===== src/rtl/pmc_pkg.sv =====
package pmc_pkg;

  localparam int PERM_W = 3;
  localparam int CFG_W  = 5;

  typedef logic [PERM_W-1:0] perm_t;

  localparam perm_t P_NONE = 3'b000;
  localparam perm_t P_R    = 3'b100;
  localparam perm_t P_W    = 3'b010;
  localparam perm_t P_X    = 3'b001;
  localparam perm_t P_RW   = 3'b110;
  localparam perm_t P_RX   = 3'b101;
  localparam perm_t P_ALL  = 3'b111;

  // Offset from the first to the last byte for a size code.
  function automatic int unsigned span_of(input logic [1:0] sz);
    case (sz)
      2'd0:    span_of = 0;
      2'd1:    span_of = 1;
      default: span_of = 3;
    endcase
  endfunction

  // Machine-mode rights under lockdown, code = {lock, r, w, x}.
  function automatic perm_t lock_rights_m(input logic [3:0] code);
    case (code)
      4'd2, 4'd3, 4'd14:  lock_rights_m = P_RW;
      4'd12, 4'd15:       lock_rights_m = P_R;
      4'd11, 4'd13:       lock_rights_m = P_RX;
      4'd9, 4'd10:        lock_rights_m = P_X;
      default:            lock_rights_m = P_NONE;
    endcase
  endfunction

  // Lower-mode rights under lockdown.
  function automatic perm_t lock_rights_u(input logic [3:0] code);
    case (code)
      4'd7:                lock_rights_u = P_ALL;
      4'd5:                lock_rights_u = P_RX;
      4'd3, 4'd6:          lock_rights_u = P_RW;
      4'd2, 4'd4, 4'd15:   lock_rights_u = P_R;
      4'd1, 4'd10, 4'd11:  lock_rights_u = P_X;
      default:             lock_rights_u = P_NONE;
    endcase
  endfunction

endpackage


===== src/rtl/pmc_entry_match.sv =====
module pmc_entry_match #(
  parameter int AW = 32
) (
  input  logic [AW-1:0] base,
  input  logic [AW-1:0] limit,
  input  logic          active,
  input  logic [AW-1:0] first_b,
  input  logic [AW-1:0] last_b,
  output logic          in_first,
  output logic          in_last
);
  function automatic logic inside_rng(input logic [AW-1:0] a,
                                      input logic [AW-1:0] lo,
                                      input logic [AW-1:0] hi);
    return (a >= lo) && (a <= hi);
  endfunction

  assign in_first = active && inside_rng(first_b, base, limit);
  assign in_last  = active && inside_rng(last_b,  base, limit);
endmodule


===== src/rtl/pmc_priority_pick.sv =====
module pmc_priority_pick #(
  parameter int N_ENT = 8,
  localparam int IW = (N_ENT > 1) ? $clog2(N_ENT) : 1
) (
  input  logic [N_ENT-1:0] hit_first,
  input  logic [N_ENT-1:0] hit_last,
  output logic             any_hit,
  output logic [IW-1:0]    sel_idx,
  output logic             straddle
);
  logic [N_ENT-1:0] touch;
  assign touch = hit_first | hit_last;

  always_comb begin
    sel_idx  = '0;
    straddle = 1'b0;
    // Walk downward so the lowest index is written last and wins.
    for (int i = N_ENT - 1; i >= 0; i--) begin
      if (touch[i]) begin
        sel_idx  = IW'(i);
        straddle = hit_first[i] ^ hit_last[i];
      end
    end
  end

  assign any_hit = |touch;
endmodule


===== src/rtl/pmc_rights.sv =====
module pmc_rights
  import pmc_pkg::*;
(
  input  logic        matched,
  input  logic        straddle,
  input  logic [3:0]  code,
  input  logic        mmode,
  input  logic        lockdown,
  input  logic        whitelist,
  input  perm_t       want,
  output perm_t       allow,
  output logic        grant
);
  always_comb begin
    allow = P_NONE;
    if (straddle) begin
      allow = P_NONE;
    end else if (matched) begin
      if (!lockdown) begin
        allow = (mmode && !code[3]) ? P_ALL : perm_t'(code[2:0]);
      end else begin
        allow = mmode ? lock_rights_m(code) : lock_rights_u(code);
      end
    end else if (whitelist) begin
      allow = P_NONE;
    end else if (lockdown) begin
      allow = (mmode && !want[0]) ? P_RW : P_NONE;
    end else begin
      allow = mmode ? P_ALL : P_NONE;
    end
  end

  assign grant = !straddle && ((want & ~allow) == P_NONE);
endmodule


===== src/rtl/pmc_perm_check.sv =====
module pmc_perm_check
  import pmc_pkg::*;
#(
  parameter int N_ENT = 8,
  parameter int AW    = 32,
  localparam int IW   = (N_ENT > 1) ? $clog2(N_ENT) : 1
) (
  input  logic                   clk,
  input  logic                   rst_n,
  input  logic                   req_valid,
  input  logic [AW-1:0]          req_addr,
  input  logic [1:0]             req_size,
  input  logic [2:0]             req_perm,
  input  logic                   req_mmode,
  input  logic [N_ENT*AW-1:0]    ent_base,
  input  logic [N_ENT*AW-1:0]    ent_limit,
  input  logic [N_ENT*CFG_W-1:0] ent_cfg,
  input  logic                   sec_lockdown,
  input  logic                   sec_whitelist,
  output logic                   rsp_valid,
  output logic                   rsp_grant,
  output logic [2:0]             rsp_allow
);
  logic [AW-1:0]    last_b;
  logic [N_ENT-1:0] hit_first, hit_last;
  logic             any_hit, straddle_hit, match_full;
  logic [IW-1:0]    sel_idx;
  logic [CFG_W-1:0] sel_cfg;
  perm_t            allow_next;
  logic             grant_next;

  assign last_b = req_addr + AW'(span_of(req_size));

  for (genvar g = 0; g < N_ENT; g++) begin : g_ent
    pmc_entry_match #(.AW(AW)) match_i (
      .base     (ent_base[g*AW +: AW]),
      .limit    (ent_limit[g*AW +: AW]),
      .active   (ent_cfg[g*CFG_W + 4]),
      .first_b  (req_addr),
      .last_b   (last_b),
      .in_first (hit_first[g]),
      .in_last  (hit_last[g])
    );
  end

  pmc_priority_pick #(.N_ENT(N_ENT)) pick_i (
    .hit_first (hit_first),
    .hit_last  (hit_last),
    .any_hit   (any_hit),
    .sel_idx   (sel_idx),
    .straddle  (straddle_hit)
  );

  assign sel_cfg    = ent_cfg[sel_idx*CFG_W +: CFG_W];
  assign match_full = any_hit && !straddle_hit;

  pmc_rights rights_i (
    .matched   (match_full),
    .straddle  (straddle_hit),
    .code      (sel_cfg[3:0]),
    .mmode     (req_mmode),
    .lockdown  (sec_lockdown),
    .whitelist (sec_whitelist),
    .want      (req_perm),
    .allow     (allow_next),
    .grant     (grant_next)
  );

  always_ff @(posedge clk) begin
    if (!rst_n) begin
      rsp_valid <= 1'b0;
      rsp_grant <= 1'b0;
      rsp_allow <= '0;
    end else begin
      rsp_valid <= req_valid;
      rsp_grant <= req_valid && grant_next;
      rsp_allow <= req_valid ? allow_next : '0;
    end
  end
endmodule


===== config.mk =====
export PLATFORM = sky130hd
export DESIGN_NAME = pmc_perm_check
export DESIGN_NICKNAME = d
export VERILOG_FILES = /design/src/rtl/pmc_pkg.sv /design/src/rtl/pmc_entry_match.sv /design/src/rtl/pmc_priority_pick.sv /design/src/rtl/pmc_rights.sv /design/src/rtl/pmc_perm_check.sv
export SDC_FILE = /design/constraint.sdc
export NUM_CORES = 1
export LEC_CHECK = 0
export BUFFER_PORTS_ARGS = -buffer_cell sky130_fd_sc_hd__clkbuf_2
export CORE_AREA = 2 2 233 235
export DETAILED_ROUTE_END_ITERATION = 16
export DIE_AREA = 0 0 235 237
export PLACE_DENSITY_LB_ADDON = 0.3
export SLEW_MARGIN = 0
export SYNTH_ARGS = -nofsm -noshare
export SYNTH_HDL_FRONTEND = slang
export SYNTH_SLANG_ARGS = --single-unit
export TNS_END_PERCENT = 50

===== constraint.sdc =====
create_clock -name clk -period 13.47 [get_ports clk]
set_input_delay 2.694 -clock clk [delete_from_list [all_inputs] [get_ports clk]]
set_output_delay 2.694 -clock clk [all_outputs]
set_load 0.02 [all_outputs]

* Word level (Yosys, flattened, before mapping)
Memory sizes are Yosys's and may differ from the RTL's. Index checks and enable logic that the tools add are counted.
Word-level totals: register bits after elaboration 5, bits in latches 0, RAM bits 0, memory bits (read-only) 96, bits of input ports 595, output and inout port bits 5, logic and storage cells 122, memories kept 2
Memory list:
- (name not given) | depth 16, bits a word 3, rd ports 1, clocked after Yosys merged registers in 0, write ports 0, RTL line pmc_pkg.sv:27 | case (code)
- (name not given) | depth 16, bits a word 3, rd ports 1, clocked after Yosys merged registers in 0, write ports 0, RTL line pmc_pkg.sv:38 | case (code)
Operators by class: $add $sub $neg 1, multipliers 1, div/mod/pow operators 0, magnitude comparators 32, equal/unequal tests 1, shift-type cells 1, multiplexer cells 26, bitwise operators 11, reduce and logical (&&, ||, !) cells 44
Operators by type and width (number):
- >= comparator 32 bit | 16
- <= comparator 32 bit | 16
- two-way mux 3 bit | 17
- indexed part select 40 x 7 -> 4 bit | 1
- logical AND 1 bit | 37
- adder 32 bit | 1
- two-way mux 1 bit | 8
- bitwise OR 8 bit | 1
- OR reduction 8 bit | 1
- XOR 1 bit | 8
- multiplier 3 x 3 -> 6 bit (second input constant) | 1
- case mux 2 bit (2 select lines) | 1
- bitwise AND 3 bit | 1
- logical NOT 1 bit | 3
- logical NOT 3 bit | 1
- inverter 3 bit | 1
- equality test 2 x 1 -> 1 bit (second input constant) | 1
- logical NOT 2 bit | 1
- AND reduction 2 bit | 1

* Logic depth before layout (Yosys ltp)
Gate-level depths: netlist of run 1.
depth in word-level cells 28, gate-level depth with buffers 31

* By module
A second synthesis of run 1 with hierarchy kept.
Second synthesis, totals: cell total of the unflattened synthesis 3281, area total of the unflattened synthesis 25758.5 µm²
Modules (own cells, without submodules):
- pmc_entry_match (g_ent[0].match_i ...) | instances 7, cells each 382, area an instance 3011.6 µm²
- pmc_entry_match (g_ent[6].match_i) | instances 1, cells each 390, area an instance 3004.1 µm²
- pmc_perm_check | instances 1, cells each 126, area an instance 1116.1 µm²
- pmc_priority_pick | instances 1, cells each 52, area an instance 316.6 µm²
- pmc_rights | instances 1, cells each 39, area an instance 240.2 µm²

* Worst setup path after synthesis of run 1
No wires, ideal clock.
kind input to register, start point input req_size[0], end point register rsp_grant, setup time 0.121 ns, arrival time 8.953 ns, slack 4.396 ns, cell stages on the path 28, path buffers 0, cells stage by stage or2_2 > ha_1 > fa_1 > nand3_1 > nor2_1 > and3_1 > nand4_1 > nor2_1 > nand4_1 > nor2_1 > xnor2_1 > ha_1 > nand4_1 > nor4_1 > inv_1 > or3_1 > nor4_1 > o2bb2ai_1 > ha_1 > nand2_2 > nand3_2 > a31oi_4 > mux4_2 > mux2_2 > a2111oi_4 > nor2_2 > a31o_1 > nor3b_2
On the way: cells in the longest elaborated chain, start to end 28, elaborated cells on any way between the ends 80, classes of those cells 1 x add/sub; 1 x mul; 16 x order compare; 1 x eq/ne; 1 x shift; 22 x mux; 11 x bitwise; 25 x reduce/logical; 2 x memory
Ends and longest elaborated chain:
- start, declared | RTL line pmc_perm_check.sv:12 | input logic [1:0] req_size,
- equality test 2 x 1 -> 1 bit / logical NOT 2 bit (equally long branches) | RTL line pmc_pkg.sv:18 | case (sz)
- case mux 2 bit (2 select lines) (*) | RTL line pmc_pkg.sv:18
- adder 32 bit (*) | RTL line pmc_perm_check.sv:32 | assign last_b = req_addr + AW'(span_of(req_size));
- parallel branches: the longest is 23 deep, another holds >= comparator 32 bit
- logical AND 1 bit (*) | RTL line pmc_rights.sv:33 | assign grant = !straddle && ((want & ~allow) == P_NONE);
- logical AND 1 bit (*) | RTL line pmc_perm_check.sv:76 | rsp_grant <= req_valid && grant_next;
- end signal, assigned | RTL line pmc_perm_check.sv:76
- end, declared | RTL line pmc_perm_check.sv:21 | output logic rsp_grant,
Every way passes the cells marked *. A chain may end at the register's enable or synchronous reset.

* Final worst setup path of run 1
start point input req_addr[1], end point register rsp_grant
On the way: cells in the longest elaborated chain, start to end 26, elaborated cells on any way between the ends 109, classes of those cells 1 x add/sub; 1 x mul; 32 x order compare; 1 x shift; 21 x mux; 11 x bitwise; 40 x reduce/logical; 2 x memory
Ends and longest elaborated chain:
- start, declared | RTL line pmc_perm_check.sv:11 | input logic [AW-1:0] req_addr,
- parallel branches: the longest is 24 deep, another holds adder 32 bit
- logical AND 1 bit (*) | RTL line pmc_rights.sv:33
- logical AND 1 bit (*) | RTL line pmc_perm_check.sv:76
Marked as above.

==> impl_results.md, run 1 <==
- Status: completed
- Die width: 235 um
- Commonest non-fill, non-tap cell in the layout: ha_1
- Num ports: 600
- Die area: 55,700 um2
- Relative slew slack: 0.185
- CP Capture Point: rsp_grant$_SDFF_PN0_
- Setup crit start kind: input pin
- Inst Count DP: around 4,600
- Largest net degree at the start of global routing: 22
- Total GRT Usage: 0.390
- First-pass GRT wire length: around 160,000 um
- Ys flop type: dfxtp_1
- Root buf cell: clkbuf_16
- Clk pwr share: 0.042
- Sw Ratio: 0.562
- Flop pwr share: 0.015
- Max IR drop VDD: about 0.035 mV
- Design area: just under 30,000 um2
- Fin cells: between 4,000 and 5,000
- Detail Route Antenna Nets: 0
- CTS clk-pin slew, worst paths: ~0.040 ns
- Cts repair resizes: 0
- Number of global-route vias before repair: 27,000
- PwrDens: 39.6 nW/um2
- Sequential area share after synthesis: 0.00397
- H-tree depth: 1
- Number of remaining DRC errors: 0
- Max_cap viols: 0
- Fmax: 96.5 MHz
- CTS tree: built
- Fin util: 0.559
- Core ar.: approximately 53,000 um2
- Post-CTS setup buffers: 0
- Arr. time, crit path: roughly 10 ns
- Synthesized area: 25,200 um2
- Worst Setup SP: req_addr[1]
- Starting density of the core: 0.473
- Post-Syn Instances: approximately 3,200
- Clock Sink Count: 5
- Drt wl/cell: between 20 and 25 um
- CP max-delay cell: nor2_1
- TritonCTS Buffers: 3
- Ys Warns: 0
- WP data required: approximately 14 ns
- Tot Pwr: around 0.0012 W
- Final Critical Period: 10.37 ns
- Aggregate routed wire length: ~110,000 um
- Multi-input gate area: around 23,000 um2
- Register area: ~100 um2
- Period utilization: 0.770
- Worst Tran Pin Value: around 1.2 ns
- Cell Int Power: 0.000516 W
- Post-synth EDFFs: 0
- Antenna violations before repair: 10
- Synthesized flop and latch total: 5
- Net Switching: between 0.0006 and 0.0007 W
- Met2 WL post-DR: around 49,000 um
- Crit-path most repeated cell: a21o_1
- Die Ht: 237 um
- Final nets: approximately 5,500
- Unrepaired setup endpoints after global routing: no
- DP HPWL: roughly 94,000 um
- # rows: between 80 and 90
- Fillers: roughly 5,200
- Syn_nets: 4,846
- Cell variety after synth: 68
- CTS Hold Buffers Added: 0
- Avg Cell Area, Syn: slightly below 8 um2
- Number of buffers added on ports: between 500 and 600
- Final Hold Fails: 0
- Path type of the worst min-delay path: in2reg
- Met1 wire length: approximately 46,000 um
- P_leak: about 18 nW
- Area grow syn2layout: 18.1%
- Fin. max-slew vios: 0
- Layout cell share with drive strength beyond 1: 0.183
- Crit Path Class: in2reg
- Met3 WL: around 11,000 um
- Routability cong.: roughly 1
- Logic pwr share: 0.943
- Final setup violation count: 0
- Top sig layer: met5
- Most frequent cells in the layout: ha_1 (1,034), clkbuf_2 (599), inv_1 (520)
- Cell Area, Placed: 29,700 um2
- Grt ovf: 0
- Iter 0 DRT Violations: about 2,100
- Pre-Repair DR Iteration Count: 6
- Vias per cell: 6.05
- Via count: ~28,000
- CP endpoint kind: flip-flop
- Post-synthesis async set-or-reset flop share: 0
- Maximum fanout along the worst path: 10
- Clock buffer depth: 2
- Worst stage delay on the critical path: between 0.6 and 0.7 ns
- TNS Setup: 0 ns
how the worst min path moves through the flow:
stage / depth (start not counted) / start / to
3_3_place_gp: 2 / rst_n / rsp_valid$_SDFF_PN0_
6_report: 2 / req_valid / rsp_valid$_SDFF_PN0_
2_1_floorplan: 1 / req_valid / rsp_valid$_SDFF_PN0_
3_5_place_dp: 2 / req_valid / rsp_valid$_SDFF_PN0_
4_1_cts: 2 / req_valid / rsp_valid$_SDFF_PN0_
5_1_grt: 2 / rst_n / rsp_valid$_SDFF_PN0_
logic make-up (layout without fill, tap and decap cells):
group | count (synthesis) | in the layout | share of synthesized area
AO/OA/AOI/OAI | 900 | 900 | 0.229
XOR/XNOR | 30 | 30 | 0.0104
adder cells (fa/ha/maj) | 1035 | 1035 | 0.514
buffers and inverters | 522 | 1174 | 0.0778
flip-flops | 5 | 5 | 0.00397
multiplexers | 16 | 16 | 0.0115
other | 0 | 6 | 0
AND/OR/NAND/NOR | 708 | 708 | 0.153
synthesized netlist by cell type (26+ instances only):
| cell | count | share of area |
|---|---|---|
| ha_1 | 1034 | 0.51 |
| inv_1 | 520 | 0.077 |
| a21o_1 | 279 | 0.083 |
| a21oi_1 | 255 | 0.051 |
| nand4_1 | 187 | 0.046 |
| o21ai_0 | 179 | 0.036 |
| nand2_1 | 111 | 0.017 |
| nor2_1 | 103 | 0.015 |
| nor2b_1 | 87 | 0.022 |
| nand2b_1 | 53 | 0.013 |
| nand3_1 | 46 | 0.0091 |
| o21a_1 | 46 | 0.014 |
| nor3_1 | 35 | 0.0070 |
| nor4_1 | 34 | 0.0084 |
| o211ai_1 | 30 | 0.0089 |
| a211oi_1 | 26 | 0.0077 |
through the flow:
step	setup slack [ns]	hold WS, ns
3_3_place_gp	3.13	2.98
6_report	3.10	2.75
4_1_cts	3.21	2.76
3_5_place_dp	2.98	2.99
5_1_grt	2.59	2.76
2_1_floorplan	4.40	2.83
routing by layer:
layer  vias up  GRT usage
met2      1420      0.631
met3       293     0.0647
li1      13300          -
met1     12600      0.499
met5         -          0
met4        10      0.200
registers in the layout, summed over array words and instances, names as in the netlist:
register,cells
rsp_grant,1
rsp_allow,3
rsp_valid,1
critical path: cells and delay by family:
kind                     cells  cell delay [ns]
adder cells (fa/ha/maj)      3             0.87
AND/OR/NAND/NOR             11             2.40
buffers and inverters        5             1.18
multiplexers                 2             0.76
AO/OA/AOI/OAI               10             2.04
XOR/XNOR                     1             0.50
layout make-up:
type                       count  area share
antenna                        6    0.000505
tap                          696      0.0293
inverter                     520      0.0656
timing repair buffer         650       0.114
multi-input combinational   2689       0.785
clock inverter                 1    0.000168
clock buffer                   3     0.00252
sequential                     5     0.00336
power groups by stage:
stage	Clock, W	Sequential, W	Combinational (W)
global placement	0	0.0000176	0.00106
detailed placement	0	0.0000177	0.00108
global route	0.0000521	0.0000177	0.00123
floorplan	0	0.0000200	0.000659
finish	0.0000494	0.0000175	0.00111
CTS	0.0000501	0.0000174	0.00109
No activity file was read; power rests on OpenSTA's default activity.
==> run 2, diff against run 1 <==
ABC_AREA = 1   (was not set)
CORE_AREA = 2 2 231 233   (was 2 2 233 235)
DIE_AREA = 0 0 233 235   (was 0 0 235 237)
clock period = 9.4 ns   (was 13.47 ns; I/O delays follow)
==> run 2 against run 1 <==
First-iteration DRC count is 9.7% lower. Power is 42% higher. Worst setup slack worse by 2.2 ns. Clock power is 46% higher. Critical path depth is 13 higher. Highest routed layer unchanged.
==> impl_results.md, run 2 <==
- Post-CTS setup buffers: 0 (unchanged)
- Logic pwr share: 0.942 (about the same)
- CP max-delay cell: nor4_1
- TritonCTS Buffers: 3 (unchanged)
- DP HPWL: 88,500 um (-6.2%)
- Final Critical Period: 8.47 ns
- Crit-path most repeated cell: nand2_1
- Cell variety after synth: 55 (-19%)
- Syn_nets: 5,258 (+8.5%)
- Number of flip-flops under the largest register name: 3 (unchanged)
- Fmax: roughly 120 MHz
- Root buf cell: clkbuf_16
- Flop pwr share: 0.015 (about the same)
- PwrDens: 56.3 nW/um2 (+42%)
- Commonest cells in the netlist: ha_1 (1,034), inv_1 (688), nand2_1 (573)
- Via count: 28,900 (+4.4%)
- Fin. max-slew vios: 0 (unchanged)
- Final setup violation count: 0 (unchanged)
- Die area: 54,800 um2 (-1.7%)
- Clk pwr share: 0.043 (about the same)
- WP data required: 9.53 ns (-4.05 ns)
- Max IR drop VDD: 0.0450 mV (+30%)
- Commonest non-fill, non-tap cell in the layout: ha_1
- Worst Tran Pin Value: 0.902 ns (-0.315 ns)
- Tot Pwr: 0.00168 W (+42%)
- Synth top area cells: ha_1 (51%), inv_1 (10%), a21oi_1 (9.1%)
- Die Ht: 235 um (-0.84%)
- Fillers: 5,115 (-2.0%)
- Unrepaired setup endpoints after global routing: no
- Total GRT Usage: 0.367 (-0.0235)
- Cell Int Power: 0.000686 W (+33%)
- Post-synthesis async set-or-reset flop share: 0 (unchanged)
- Arr. time, crit path: 8.60 ns (-1.88 ns)
- Final Hold Fails: 0 (unchanged)
- Synthesized flop and latch total: 5 (unchanged)
- Aggregate routed wire length: 104,000 um (-8.0%)
- First-pass GRT wire length: 155,000 um (-5.7%)
- CTS tree: built
- H-tree depth: 1 (unchanged)
- Final nets: 5,925 (+7.7%)
- Antenna violations before repair: 7 (-3)
- Crit Path Class: in2reg
- Number of global-route vias before repair: 28,200 (+4.3%)
- Relative slew slack: 0.393 (+0.208)
- Post-Syn Instances: 3,628 (+13%)
- Die width: 233 um (-0.85%)
- Detail Route Antenna Nets: 0 (unchanged)
- Max_cap viols: 0 (unchanged)
- Number of buffers added on ports: 599 (unchanged)
- Drt wl/cell: 20.8 um (-16%)
- Worst stage delay on the critical path: 0.44 ns (-0.17 ns)
- Grt ovf: 0 (unchanged)
- Core ar.: 52,200 um2 (-2.0%)
- Ys flop type: dfxtp_1
- Most frequent cell after synthesis: ha_1
- Clock Sink Count: 5 (unchanged)
- Ys Warns: 0 (unchanged)
- Number of remaining DRC errors: 0 (unchanged)
- Num ports: 600 (unchanged)
- Pre-Repair DR Iteration Count: 6 (unchanged)
- Vias per cell: 5.79 (-4.3%)
- Routability cong.: 1.02 (+1.5%)
- Iter 0 DRT Violations: 1,901 (-9.7%)
- Setup crit start kind: input pin
- Starting density of the core: 0.484 (+0.0110)
- Post-synth EDFFs: 0 (unchanged)
- Net Switching: 0.000990 W (+50%)
- Maximum fanout along the worst path: 17 (+7)
- Yosys top cell by area: ha_1
- Avg Cell Area, Syn: 6.97 um2 (-11%)
- Layout cell share with drive strength beyond 1: 0.167 (-0.0160)
- Synthesized area: 25,300 um2 (+0.31%)
- TNS Setup: 0 ns (unchanged)
- Area grow syn2layout: 17.8%
- P_leak: 17.7 nW (-1.8%)
- Largest register by flop count: rsp_allow
- CTS clk-pin slew, worst paths: 0.04 ns (about the same)
- Post-synth top area share: 0.512 (-0.00160)
- Path type of the worst min-delay path: in2reg
- Status: completed
- Largest net degree at the start of global routing: 21 (-4.5%)
- # rows: 84 (-1.2%)
- Cts repair resizes: 0 (unchanged)
- Top Registers: rsp_allow x3, rsp_grant x1, rsp_valid x1
- Period utilization: 0.901
- CTS Hold Buffers Added: 0 (unchanged)
- Clock buffer depth: 2 (unchanged)
- Sequential area share after synthesis: 0.00396 (-0.0000124)
- CP endpoint kind: flip-flop
- Most frequent cells in the layout: ha_1 (1,034), inv_1 (688), clkbuf_2 (599)
- Sw Ratio: 0.591 (+0.0288)
-- run 2: cell types whose count changed in the layout (fill, tap and decap cells not counted), sizes merged, moves of 57 or more --
cell and delta:
nand4 -68, nand2 +465, a21oi +205, a21o -274
inv +170, nor2b -86, o21ai -57, nor2 +72
-- run 2: cell families (layout without fill, tap and decap cells) --
kind of cell / count (synthesis) / count (layout) / share of synthesized area
and+or+nand+nor: 1078 / 1078 / 0.189
xor gates and xnor gates: 28 / 28 / 0.00970
adders and majority gates: 1035 / 1035 / 0.513
AOI/OAI and AO/OA: 788 / 788 / 0.181
other: 0 / 4 / 0
DFF: 5 / 5 / 0.00396
buffers and inverters: 694 / 1360 / 0.104
-- run 2: worst paths after layout --
| path | from | endpoint | slack [ns] | depth (start not counted) |
|---|---|---|---|---|
| min | req_perm[1] | rsp_grant$_SDFF_PN0_ | 1.94 | 4 |
| max | req_addr[1] | rsp_grant$_SDFF_PN0_ | 0.93 | 45 |
-- run 2: power groups by stage --
stage	Combinational, W	Clock [W]	Sequential [W]
after CTS	0.00155	0.0000721	0.0000254
after floorplan	0.000967	0	0.0000284
after global placement	0.00151	0	0.0000258
after detailed placement	0.00154	0	0.0000257
final	0.00158	0.0000720	0.0000253
after global routing	0.00179	0.0000735	0.0000255
-- run 2: metrics by stage --
step           hold slack (ns)  instances  cell area [um2]  setup WS [ns]   util
2_1_floorplan             2.03       3628            25300           2.22      -
3_3_place_gp              2.18       4978            29700          0.985  0.568
3_5_place_dp              2.18       4978            29700          0.868  0.568
5_1_grt                   1.97       4986            29800          0.254  0.570
4_1_cts                   1.94       4982            29800           1.09  0.570
6_report                  1.94       4986            29800          0.929  0.570
-- run 2: area by class of cell --
cell class                 count  area [um2]  area share
clock buffer                   3        75.1     0.00252
clock inverter                 1        5.00    0.000168
tap                          688         861      0.0289
timing repair buffer         666        3500       0.118
sequential                     5         100     0.00336
inverter                     690        2590      0.0870
antenna                        4        10.0    0.000336
multi-input combinational   2929       22600       0.760
-- run 2: critical path, delay by kind of cell --
| family | cells | cell delay (ns) |
|---|---|---|
| xor+xnor | 1 | 0.13 |
| simple gates | 29 | 3.86 |
| compound gates | 2 | 0.39 |
| buf+inv | 10 | 1.32 |
| fa+ha+maj | 3 | 1.01 |
-- run 2: per-layer routing --
layer | up-vias | global-route usage | part of all wire
li1 | 14200 | - | -
met1 | 13000 | 0.448 | 0.40
met2 | 1352 | 0.614 | 0.45
met3 | 343 | 0.0365 | 0.078
met4 | 4 | 0.230 | 0.073
met5 | - | 0 | 0.00025
